$ cat config.mk
export PLATFORM = sky130hd
export DESIGN_NAME = uart_boot_loader
export DESIGN_NICKNAME = d
export VERILOG_FILES = /design/src/rtl/boot_pkg.sv /design/src/rtl/boot_uart_tx.sv /design/src/rtl/boot_uart_rx.sv /design/src/rtl/boot_dp.sv /design/src/rtl/boot_ctrl.sv /design/src/rtl/uart_boot_loader.sv
export SDC_FILE = /design/constraint.sdc
export NUM_CORES = 1
export LEC_CHECK = 0
export ABC_AREA = 1
export BUFFER_PORTS_ARGS = -buffer_cell sky130_fd_sc_hd__buf_2
export CAP_MARGIN = 25
export CELL_PAD_IN_SITES_DETAIL_PLACEMENT = 0
export CELL_PAD_IN_SITES_GLOBAL_PLACEMENT = 1
export CORE_MARGIN = 8
export CORE_UTILIZATION = 29
export CTS_BUF_LIST = sky130_fd_sc_hd__clkbuf_8
export CTS_CLUSTER_SIZE = 14
export DETAILED_ROUTE_END_ITERATION = 12
export MAX_ROUTING_LAYER = met4
export PLACE_DENSITY_LB_ADDON = 0.1
export SYNTH_ARGS = -nofsm -noshare
export SYNTH_HDL_FRONTEND = slang
export SYNTH_SLANG_ARGS = --single-unit
$ cat constraint.sdc
create_clock -name clk -period 5.1 [get_ports clk]
set_input_delay 0.255 -clock clk [delete_from_list [all_inputs] [get_ports clk]]
set_output_delay 0.255 -clock clk [all_outputs]
set_load 0.01 [all_outputs]
$ cat src/rtl/boot_pkg.sv
package boot_pkg;
  localparam logic [7:0] BYTE_STX  = 8'h02;
  localparam logic [7:0] BYTE_SOH  = 8'h01;
  localparam logic [7:0] BYTE_ACK  = 8'h06;
  localparam logic [7:0] BYTE_NAK  = 8'h15;
  localparam logic [7:0] CSUM_SEED = 8'hFF;

  typedef struct packed {
    logic clear;
    logic lenLo;
    logic lenHi;
    logic take;
  } dpCtl_t;

  typedef enum logic [3:0] {
    ST_IDLE, ST_STX, ST_HDR, ST_REPLY, ST_DATA, ST_SUM, ST_FINAL, ST_DONE, ST_FAIL
  } ldState_t;
endpackage

$ cat src/rtl/boot_uart_tx.sv
module boot_uart_tx #(
  parameter int CLKS_PER_BIT = 434
) (
  input  logic       clk,
  input  logic       rstN,
  input  logic       txValid,
  input  logic [7:0] txData,
  output logic       txReady,
  output logic       txBusy,
  output logic       txSerial
);
  localparam int CW = $clog2(CLKS_PER_BIT + 1);

  logic [9:0]    shiftQ;
  logic [3:0]    bitsLeft;
  logic [CW-1:0] tickQ;

  assign txReady  = (bitsLeft == 4'd0);
  assign txBusy   = !txReady;
  assign txSerial = txBusy ? shiftQ[0] : 1'b1;

  always_ff @(posedge clk or negedge rstN) begin
    if (!rstN) begin
      shiftQ   <= '1;
      bitsLeft <= 4'd0;
      tickQ    <= '0;
    end else if (txValid && txReady) begin
      shiftQ   <= {1'b1, txData, 1'b0};
      bitsLeft <= 4'd10;
      tickQ    <= CW'(CLKS_PER_BIT - 1);
    end else if (bitsLeft != 4'd0) begin
      if (tickQ == '0) begin
        shiftQ   <= {1'b1, shiftQ[9:1]};
        bitsLeft <= bitsLeft - 4'd1;
        tickQ    <= CW'(CLKS_PER_BIT - 1);
      end else begin
        tickQ <= tickQ - 1'b1;
      end
    end
  end

  // an accepted byte opens its frame with a low start bit
  a_r1_start_bit_low: assert property (@(posedge clk) disable iff (!rstN)
    (txValid && txReady) |=> (txSerial == 1'b0));
endmodule

$ cat src/rtl/boot_uart_rx.sv
module boot_uart_rx #(
  parameter int CLKS_PER_BIT = 434
) (
  input  logic       clk,
  input  logic       rstN,
  input  logic       rxLine,
  input  logic       mute,
  output logic       rxValid,
  output logic [7:0] rxData
);
  localparam int CW   = $clog2(CLKS_PER_BIT + 1);
  localparam int HALF = CLKS_PER_BIT / 2;

  logic          s1, s2, line, busy;
  logic [CW-1:0] tickQ;
  logic [3:0]    bitIdx;
  logic [7:0]    shiftQ;

  assign line = mute ? 1'b1 : s2;

  always_ff @(posedge clk or negedge rstN) begin
    if (!rstN) begin
      s1 <= 1'b1; s2 <= 1'b1; busy <= 1'b0;
      tickQ <= '0; bitIdx <= 4'd0; shiftQ <= '0;
      rxValid <= 1'b0; rxData <= '0;
    end else begin
      s1 <= rxLine;
      s2 <= s1;
      rxValid <= 1'b0;
      if (!busy) begin
        if (!line) begin
          busy   <= 1'b1;
          tickQ  <= CW'(HALF - 1);
          bitIdx <= 4'd0;
        end
      end else if (tickQ != '0) begin
        tickQ <= tickQ - 1'b1;
      end else if (bitIdx == 4'd0) begin
        if (line) busy <= 1'b0;
        else begin
          bitIdx <= 4'd1;
          tickQ  <= CW'(CLKS_PER_BIT - 1);
        end
      end else if (bitIdx != 4'd9) begin
        shiftQ <= {line, shiftQ[7:1]};
        bitIdx <= bitIdx + 4'd1;
        tickQ  <= CW'(CLKS_PER_BIT - 1);
      end else begin
        busy <= 1'b0;
        if (line) begin
          rxValid <= 1'b1;
          rxData  <= shiftQ;
        end
      end
    end
  end
endmodule

$ cat src/rtl/boot_dp.sv
module boot_dp
  import boot_pkg::*;
#(
  parameter int ADDR_W    = 12,
  parameter int WORD_BASE = 0
) (
  input  logic              clk,
  input  logic              rstN,
  input  dpCtl_t            ctl,
  input  logic [7:0]        byteIn,
  output logic              allIn,
  output logic              lastByte,
  output logic [7:0]        csum,
  output logic              ramWe,
  output logic [ADDR_W-1:0] ramAddr,
  output logic [31:0]       ramWdata
);
  logic [7:0]        lenLoQ;
  logic [15:0]       leftQ;
  logic [1:0]        laneQ;
  logic [31:0]       accQ, merged;
  logic [ADDR_W-1:0] wordQ;

  assign allIn    = (leftQ == 16'd0);
  assign lastByte = (leftQ == 16'd1);
  assign merged   = accQ | ({24'b0, byteIn} << {laneQ, 3'b000});

  always_ff @(posedge clk or negedge rstN) begin
    if (!rstN) begin
      lenLoQ <= '0; leftQ <= '0; laneQ <= '0; accQ <= '0; wordQ <= '0;
      csum <= CSUM_SEED; ramWe <= 1'b0; ramAddr <= '0; ramWdata <= '0;
    end else begin
      ramWe <= 1'b0;
      if (ctl.clear) begin
        leftQ <= '0; laneQ <= '0; accQ <= '0; wordQ <= '0; csum <= CSUM_SEED;
      end
      if (ctl.lenLo) lenLoQ <= byteIn;
      if (ctl.lenHi) leftQ <= {byteIn, lenLoQ};
      if (ctl.take) begin
        csum  <= csum ^ byteIn;
        leftQ <= leftQ - 16'd1;
        if (laneQ == 2'd3 || lastByte) begin
          ramWe    <= 1'b1;
          ramAddr  <= ADDR_W'(WORD_BASE) + wordQ;
          ramWdata <= merged;
          accQ     <= '0;
          laneQ    <= 2'd0;
          wordQ    <= wordQ + 1'b1;
        end else begin
          accQ  <= merged;
          laneQ <= laneQ + 2'd1;
        end
      end
    end
  end

  // no code byte is taken beyond the announced length
  a_r5_no_extra_byte: assert property (@(posedge clk) disable iff (!rstN)
    ctl.take |-> !allIn);
  // each word write is a single-cycle pulse
  a_r5_single_pulse: assert property (@(posedge clk) disable iff (!rstN)
    ramWe |=> !ramWe);
endmodule

$ cat src/rtl/boot_ctrl.sv
module boot_ctrl
  import boot_pkg::*;
#(
  parameter int TIMEOUT_CLKS = 1000000
) (
  input  logic       clk,
  input  logic       rstN,
  input  logic       start,
  input  logic       rxValid,
  input  logic [7:0] rxData,
  input  logic       txReady,
  output logic       txValid,
  output logic [7:0] txData,
  input  logic       dpAllIn,
  input  logic       dpLast,
  input  logic [7:0] dpCsum,
  output dpCtl_t     ctl,
  output logic       done,
  output logic       error
);
  localparam int TW = $clog2(TIMEOUT_CLKS + 1);

  ldState_t      stQ, stD;
  logic [1:0]    hdrCntQ;
  logic          sohOkQ, hdrGoodQ, watching, timeout;
  logic [TW-1:0] idleQ;

  assign watching = (stQ == ST_HDR && hdrCntQ != 2'd0) || stQ == ST_DATA || stQ == ST_FINAL;
  assign timeout  = watching && (idleQ == TW'(TIMEOUT_CLKS));
  assign done     = (stQ == ST_DONE);
  assign error    = (stQ == ST_FAIL);

  always_comb begin
    stD     = stQ;
    ctl     = '0;
    txValid = 1'b0;
    txData  = BYTE_STX;
    case (stQ)
      ST_IDLE, ST_DONE, ST_FAIL: if (start) begin
        stD = ST_STX;
        ctl.clear = 1'b1;
      end
      ST_STX: begin
        txValid = 1'b1;
        if (txReady) stD = ST_HDR;
      end
      ST_HDR: begin
        if (rxValid) begin
          if (hdrCntQ == 2'd1) ctl.lenLo = 1'b1;
          if (hdrCntQ == 2'd2) begin
            ctl.lenHi = 1'b1;
            stD = ST_REPLY;
          end
        end else if (timeout) stD = ST_REPLY;
      end
      ST_REPLY: begin
        txValid = 1'b1;
        txData  = hdrGoodQ ? BYTE_ACK : BYTE_NAK;
        if (txReady) stD = !hdrGoodQ ? ST_HDR : (dpAllIn ? ST_SUM : ST_DATA);
      end
      ST_DATA: begin
        if (rxValid) begin
          ctl.take = 1'b1;
          if (dpLast) stD = ST_SUM;
        end else if (timeout) stD = ST_FAIL;
      end
      ST_SUM: begin
        txValid = 1'b1;
        txData  = dpCsum;
        if (txReady) stD = ST_FINAL;
      end
      ST_FINAL: begin
        if (rxValid) stD = (rxData == BYTE_ACK) ? ST_DONE : ST_FAIL;
        else if (timeout) stD = ST_FAIL;
      end
      default: stD = ST_IDLE;
    endcase
  end

  always_ff @(posedge clk or negedge rstN) begin
    if (!rstN) begin
      stQ <= ST_IDLE; hdrCntQ <= 2'd0; sohOkQ <= 1'b0; hdrGoodQ <= 1'b0; idleQ <= '0;
    end else begin
      stQ <= stD;
      if (!watching || rxValid || stQ != stD) idleQ <= '0;
      else if (!timeout) idleQ <= idleQ + 1'b1;
      if (ctl.clear) begin
        hdrCntQ <= 2'd0; hdrGoodQ <= 1'b0;
      end else if (stQ == ST_HDR) begin
        if (rxValid) begin
          if (hdrCntQ == 2'd0) sohOkQ <= (rxData == BYTE_SOH);
          if (hdrCntQ == 2'd2) begin
            hdrGoodQ <= sohOkQ;
            hdrCntQ  <= 2'd0;
          end else hdrCntQ <= hdrCntQ + 2'd1;
        end else if (timeout) begin
          hdrGoodQ <= 1'b0;
          hdrCntQ  <= 2'd0;
        end
      end
    end
  end

  // the checksum is only sent once every code byte has been taken
  a_r7_sum_after_all: assert property (@(posedge clk) disable iff (!rstN)
    (stQ == ST_SUM) |-> dpAllIn);
  // success follows a received ACK byte
  a_r8_done_after_ack: assert property (@(posedge clk) disable iff (!rstN)
    $rose(done) |-> ($past(rxValid) && $past(rxData) == BYTE_ACK));
  // the two outcome flags never coexist
  a_r8_flags_exclusive: assert property (@(posedge clk) disable iff (!rstN)
    !(done && error));
endmodule

$ cat src/rtl/uart_boot_loader.sv
module uart_boot_loader
  import boot_pkg::*;
#(
  parameter int CLK_HZ       = 50000000,
  parameter int BAUD         = 115200,
  parameter int CLKS_PER_BIT = CLK_HZ / BAUD,
  parameter int TIMEOUT_CLKS = 1000000,
  parameter int ADDR_W       = 12,
  parameter int WORD_BASE    = 0
) (
  input  logic              clk,
  input  logic              rstN,
  input  logic              start,
  input  logic              oneWire,
  input  logic              rxIn,
  output logic              txOut,
  output logic              txEn,
  output logic              ramWe,
  output logic [ADDR_W-1:0] ramAddr,
  output logic [31:0]       ramWdata,
  output logic              done,
  output logic              error
);
  logic       rxValid, txValid, txReady, txBusy, mute, dpAllIn, dpLast;
  logic [7:0] rxData, txData, dpCsum;
  dpCtl_t     ctl;

  assign mute = oneWire && txBusy;
  assign txEn = oneWire ? txBusy : 1'b1;

  boot_uart_rx #(.CLKS_PER_BIT(CLKS_PER_BIT)) u_rx (
    .clk(clk), .rstN(rstN), .rxLine(rxIn), .mute(mute),
    .rxValid(rxValid), .rxData(rxData));

  boot_uart_tx #(.CLKS_PER_BIT(CLKS_PER_BIT)) u_tx (
    .clk(clk), .rstN(rstN), .txValid(txValid), .txData(txData),
    .txReady(txReady), .txBusy(txBusy), .txSerial(txOut));

  boot_ctrl #(.TIMEOUT_CLKS(TIMEOUT_CLKS)) u_ctrl (
    .clk(clk), .rstN(rstN), .start(start), .rxValid(rxValid), .rxData(rxData),
    .txReady(txReady), .txValid(txValid), .txData(txData),
    .dpAllIn(dpAllIn), .dpLast(dpLast), .dpCsum(dpCsum),
    .ctl(ctl), .done(done), .error(error));

  boot_dp #(.ADDR_W(ADDR_W), .WORD_BASE(WORD_BASE)) u_dp (
    .clk(clk), .rstN(rstN), .ctl(ctl), .byteIn(rxData),
    .allIn(dpAllIn), .lastByte(dpLast), .csum(dpCsum),
    .ramWe(ramWe), .ramAddr(ramAddr), .ramWdata(ramWdata));

  // on a shared line nothing is received while the loader drives it
  a_r10_echo_muted: assert property (@(posedge clk) disable iff (!rstN)
    (oneWire && txBusy) |-> !rxValid);
  // the pad is driven whenever a frame is on the wire
  a_r10_drive_while_sending: assert property (@(posedge clk) disable iff (!rstN)
    txBusy |-> txEn);
endmodule

Word-level counts from Yosys, hierarchy flattened
Index checks and enable logic that the tools add are counted.
Word-level totals
  bits in registers: 207
  input bits: 5
  output and inout port bits: 49
  word-level logic and storage cells: 191
Cells by class
  add/sub/neg operators: 9
  equal/unequal tests: 25
  shifts and indexed selects: 1
  mux-type cells: 88
  bitwise gates (word level): 6
  reductions and logical operators: 37
Operators by type and width (number)
  32-bit 2-to-1 mux: 3
  4-bit 2-to-1 mux: 22
  9-bit 2-to-1 mux: 9
  16-bit 2-to-1 mux: 3
  20-bit 2-to-1 mux: 2
  12-bit 2-to-1 mux: 3
  32-bit OR: 1
  8-bit by 5-bit left shift with 32-bit output: 1
  10-bit 2-to-1 mux: 3
  1-bit 2-to-1 mux: 28
  4-bit one-hot mux with 7 select lines: 1
  20-bit by 1-bit adder with 20-bit output (second input constant): 1
  20-bit equality test (second input constant): 1
  2-bit 2-to-1 mux: 10
  9-bit by 1-bit subtractor with 9-bit output (second input constant): 2
  16-bit by 1-bit equality test with 1-bit output (second input constant): 1
  4-bit by 3-bit equality test with 1-bit output (second input constant): 4
  16-bit zero test: 1
  8-bit 2-to-1 mux: 2
  8-bit one-hot mux with 2 select lines: 1
  16-bit by 1-bit subtractor with 16-bit output (second input constant): 1
  12-bit by 1-bit adder with 12-bit output (second input constant): 1
  4-bit zero test: 3
  4-bit AND reduction: 3
  other kinds (31): 59

Longest topological paths before layout
  depth in word-level cells: 11
  gate-level depth with buffers: 13
  mapped depth without buffers: 12

Modules after synthesis
From an unflattened synthesis, not the netlist that was laid out.
Unflattened totals
  cell total of the unflattened synthesis: 1416
  area, all modules: 10830.4 sq um
By module, submodules not included
  boot_dp: times used 1, cells each 756, area an instance 5890.6 sq um, seq. area each 3088.0 sq um
  boot_ctrl: times used 1, cells each 278, area an instance 1966.9 sq um, seq. area each 700.7 sq um
  boot_uart_rx: times used 1, cells each 213, area an instance 1692.9 sq um, seq. area each 828.3 sq um
  boot_uart_tx: times used 1, cells each 165, area an instance 1265.0 sq um, seq. area each 561.8 sq um
  uart_boot_loader: times used 1, cells each 4, area an instance 15.0 sq um, seq. area each 0.0 sq um

Worst setup path before layout
No wires, ideal clock.
  path kind: register to register
  start: reg u_rx.tickQ[0]
  end: reg u_rx.rxData[4]
  setup time: 118 ps
  arrival: 1729 ps
  data required time: 4982 ps
  path slack: 3254 ps
  stages on the path, launching flop included: 13
  buffers on the path: 1
  clock period less this slack: 1846 ps
  cell sequence: dfrtp_1 -> inv_1 -> ha_1 -> nand2_2 -> nor2_2 -> nand3_2 -> inv_1 -> nand4_2 -> nor4_4 -> buf_6 -> nor2_1 -> a21oi_1 -> inv_1
On the way
  longest elaborated chain between the ends: 3
RTL lines
  start, declared: RTL line boot_uart_rx.sv:15  | logic [CW-1:0] tickQ;
  start signal, assigned: RTL line boot_uart_rx.sv:33  | tickQ <= CW'(HALF - 1);
  start signal, assigned: RTL line boot_uart_rx.sv:37  | tickQ <= tickQ - 1'b1;
  start signal, assigned: RTL line boot_uart_rx.sv:42  | tickQ <= CW'(CLKS_PER_BIT - 1);
  9-bit nonzero test: RTL line boot_uart_rx.sv:36  | end else if (tickQ != '0) begin
  1-bit inverter (no source line)
  5-bit AND reduction (no source line)
  end signal, assigned: RTL line boot_uart_rx.sv:52  | rxData <= shiftQ;
  end, declared: RTL line boot_uart_rx.sv:9  | output logic [7:0] rxData
No other way between the ends.
A chain may end at the register's enable or synchronous reset.

Worst setup path after layout
  start: reg u_ctrl.stQ[0]
  end: reg u_dp.wordQ[9]
On the way
  longest elaborated chain between the ends: 6
  elaborated cells between the ends (all ways): 10
  those cells by class: eq/ne (3); mux (5); reduce/logical (2)
RTL lines
  start, declared: RTL line boot_ctrl.sv:23  | ldState_t stQ, stD;
  start signal, assigned: RTL line boot_ctrl.sv:84  | stQ <= stD;
  4-bit by 3-bit equality test with 1-bit output, or another cell as far along: RTL line boot_ctrl.sv:38  | case (stQ)
  3-bit OR reduction: RTL line boot_ctrl.sv:38
  1-bit 2-to-1 mux: RTL line boot_ctrl.sv:38
  12-bit 2-to-1 mux: RTL line boot_dp.sv:34  | if (ctl.clear) begin
  12-bit 2-to-1 mux: RTL line boot_dp.sv:42  | if (laneQ == 2'd3 || lastByte) begin
  12-bit 2-to-1 mux (*): RTL line boot_dp.sv:39  | if (ctl.take) begin
  end signal, assigned: RTL line boot_dp.sv:48  | wordQ <= wordQ + 1'b1;
  end, declared: RTL line boot_dp.sv:22  | logic [ADDR_W-1:0] wordQ;
Mark *: on every way between the ends. The rest lies on a longest branch, timed or not.

==> flow_summary.yaml <==
sta:
  min_period_over_period: 0.528
  finalHoldViolCount: 0
  worst_pin_slew_ns: 0.898
  slew_headroom: 0.397
  hold_ws_ns: 0.135
  finalCriticalPeriod_ns: 2.69
  slew_violations: 0
  fin_skew_ns: 0.0219
  fmax_mhz: 371
  setup_viol: 0
  finalSetupTns_ns: 0
  rsz0062_at_grt: "no"
route:
  wl_per_cell_um: 15.3
  first_iter_violations: 435
  drt_wl_total_um: 25800
  drc: 0
  avgViaCountPerCell: 4.60
  ant_nets: 0
  vias: 7742
  drt-pass1-iter-count: 5
power_and_ir_drop:
  p_seq_frac: 0.460
  p_clk_frac: 0.409
  p_leak_nw: 5.58
  p_per_area_nw_per_um2: 344
  vdd_drop_max_mv: 0.151
  internal-power_w: 0.00278
  switching_share: 0.293
  p_sw_w: 0.00115
  finalPower_w: 0.00393
  p_comb_frac: 0.131
clock_tree:
  clk_latency_ns: 0.55
  clkTransAtPathRegs_ns: 0.06
  post_cts_resize_count: 0
  clockBufferDepth: 3
  cts_buffers: 40
  cts_sinks: 206
  postCtsSetupRepairBufs: 0
  h-tree-depth: 2
  cts_tree: "built"
  root_buffer: "clkbuf_8"
synth:
  postSynthCellCount: 1136
  synth.area.top_cells: "dfrtp_1 47%, nand2_1 8.9%, inv_1 5.5%"
  synth_seq_area_share: 0.522
  synth-xor-area-share: 0.0265
  postSynthAreaPerCell_sq_um: 8.73
  synth_nets: 1154
  netlist_area_sq_um: 9920
  synth_seq_cells: 206
  yosysTopAreaCell: "dfrtp_1"
  synth_cell_types: 50
  synthAdderAreaFrac: 0.0164
  synth.area.mux_share: 0.00795
  synth_top_family_by_area: "simple AND/OR/NAND/NOR gates"
  synth_compound_area_frac: 0.149
  synthSimpleGateAreaFrac: 0.201
  yosys_warnings: 0
  yosysTopAreaCellShare: 0.472
final_layout:
  diodes: 0
  area_growth_pct: 15.4
  drive_gt1_frac: 0.175
  n_fill_cell: 3565
  fin_nets: 1223
  post-route-util: 0.341
global_route:
  grt_use_total: 0.133
  antenna_found_initial: 0
  overflow: 0
  grt_max_degree: 115
  grt_first_pass_wirelength_um: 43600
  grt_pass1_vias: 8034
setup_path:
  reg2reg_depth: 10
  arrival_ns: 3.12
  rrSetupSlack_ns: 2.41
  r2r_start: "u_ctrl.stQ[0]"
  critPathMaxFanout: 66
  cp-end-kind: "flop"
  path_class: "flop to flop"
  r2r_end: "u_dp.wordQ[9]"
  required_ns: 5.53
  cp-start-kind: "flop"
min_path:
  hold_path_end: "u_rx.shiftQ[7]"
  hp-class: "primary input to flop"
  min_from: "oneWire"
  hold_path_depth: 3
floorplanning:
  dieHeight_um: 201
  core_area_sq_um: 33600
  rows: 67
  die_area_sq_um: 40400
  initial_core_util: 0.295
  die_w_um: 201
  num_io_pins: 54
job:
  maxCapViolCount: 0
place:
  hpwl_um: 17100
  io_buffers: 53
  globalplace.congestion: 0.781
outcome:
  status: "completed"
==> synth_stat cells (all sizes together) <==
cell type  instances
a21oi             66
a221o              1
a22o               1
a22oi              3
a311oi             1
a31o               6
a31oi             13
a32o               2
a32oi              2
and3               2
buf               23
clkbuf            10
clkinv             2
dfrtp            187
dfstp             19
ha                13
inv              155
mux2               7
nand2            252
nand3             45
nand3b             1
nand4             14
nor2              97
nor3              19
nor3b              3
nor4               2
o211ai             8
o21ai            114
o21bai            12
o221ai             5
o22ai             14
o31ai              7
xnor2              7
xor2              23
==> how the worst max path moves through the flow <==
stage / from / end / slack, ns / depth (start not counted)
4_1_cts: u_ctrl.stQ[0] / u_dp.wordQ[9] / 2.37 / 10
3_5_place_dp: u_ctrl.stQ[0] / u_dp.wordQ[9] / 2.38 / 10
2_1_floorplan: u_rx.tickQ[0] / u_rx.rxData[4] / 3.25 / 12
5_1_grt: u_ctrl.stQ[0] / u_dp.wordQ[9] / 2.11 / 10
3_3_place_gp: u_ctrl.stQ[0] / u_dp.wordQ[9] / 2.41 / 10
6_report: u_ctrl.stQ[0] / u_dp.wordQ[9] / 2.41 / 10
==> per-stage QoR <==
step / instances / worst slack, ns / instance area [sq um]
floorplan: 1136 / 3.25 / 9920
global placement: 1607 / 2.41 / 10600
detailed placement: 1608 / 2.38 / 10600
CTS: 1682 / 2.37 / 11500
global route: 1682 / 2.11 / 11500
finish: 1682 / 2.41 / 11500
==> power by group through the flow <==
stage	clock [W]	combinational [W]	sequential, W
after detailed placement	0	0.000525	0.00184
after floorplan	0	0.000376	0.00182
after global placement	0	0.000531	0.00184
after CTS	0.00170	0.000529	0.00181
after global routing	0.00176	0.000598	0.00182
final	0.00161	0.000514	0.00181
==> area by class of cell <==
type / instances / area [sq um] / area share
multi-input cells: 740 / 3980 / 0.347
clock buffers: 50 / 688 / 0.0601
clock inverters: 21 / 91.3 / 0.00798
well taps: 448 / 561 / 0.0490
flip-flops and latches: 206 / 5180 / 0.452
repair buffers: 60 / 368 / 0.0321
inverters: 157 / 589 / 0.0515
==> what timing repair did <==
item	in CTS	in global routing
endpoints found under the hold margin	92	0
endpoints found under the setup margin	0	0
hold buffers	3	0
==> cells in the final DEF, fill, tap and decap left out, drive strengths merged, types with 23 or more instances in the layout <==
cell type,count
nand3,45
clkbuf,50
inv,170
nor2,97
nand2,252
buf,57
a21oi,66
dfrtp,187
o21ai,114
xor2,23
==> critical path: stages, from the launching register on <==
cell and delay, ns:
dfrtp_1 0.49, nor2_2 0.10, nand2_2 0.11, inv_2 0.05, nand2_4 0.23, inv_2 0.22, nand2_2 0.45, buf_4 0.57
o22ai_1 0.16, nand2_1 0.08, o21ai_0 0.07
==> layer usage <==
| metal | vias up | wire, um | global-route usage |
|---|---|---|---|
| met5 | - | 0 | - |
| met4 | 0 | 611 | 0.0413 |
| met3 | 56 | 995 | 0.0274 |
| met2 | 121 | 11300 | 0.199 |
| met1 | 3692 | 12900 | 0.179 |
| li1 | 3873 | - | - |
==> state kept, by name, indices dropped and copies added (netlist names), 2 cells and up <==
register,cells
u_dp.accQ,32
u_dp.ramWdata,32
u_ctrl.idleQ,20
u_dp.leftQ,16
u_dp.ramAddr,12
u_dp.wordQ,12
u_rx.tickQ,9
u_tx.shiftQ,9
u_tx.tickQ,9
u_dp.csum,8
u_dp.lenLoQ,8
u_rx.rxData,8
u_rx.shiftQ,8
u_ctrl.stQ,4
u_rx.bitIdx,4
u_tx.bitsLeft,4
u_ctrl.hdrCntQ,2
u_dp.laneQ,2
==> cell families (layout without fill, tap and decap cells) <==
family / after synthesis / count (layout)
AND/OR/NAND/NOR: 435 / 435
buffers and inverters: 190 / 288
adder cells (fa/ha/maj): 13 / 13
flip-flops: 206 / 206
AO/OA/AOI/OAI: 255 / 255
XOR/XNOR: 30 / 30
multiplexers: 7 / 7
Note: power is estimated with default switching activity, not from simulation.
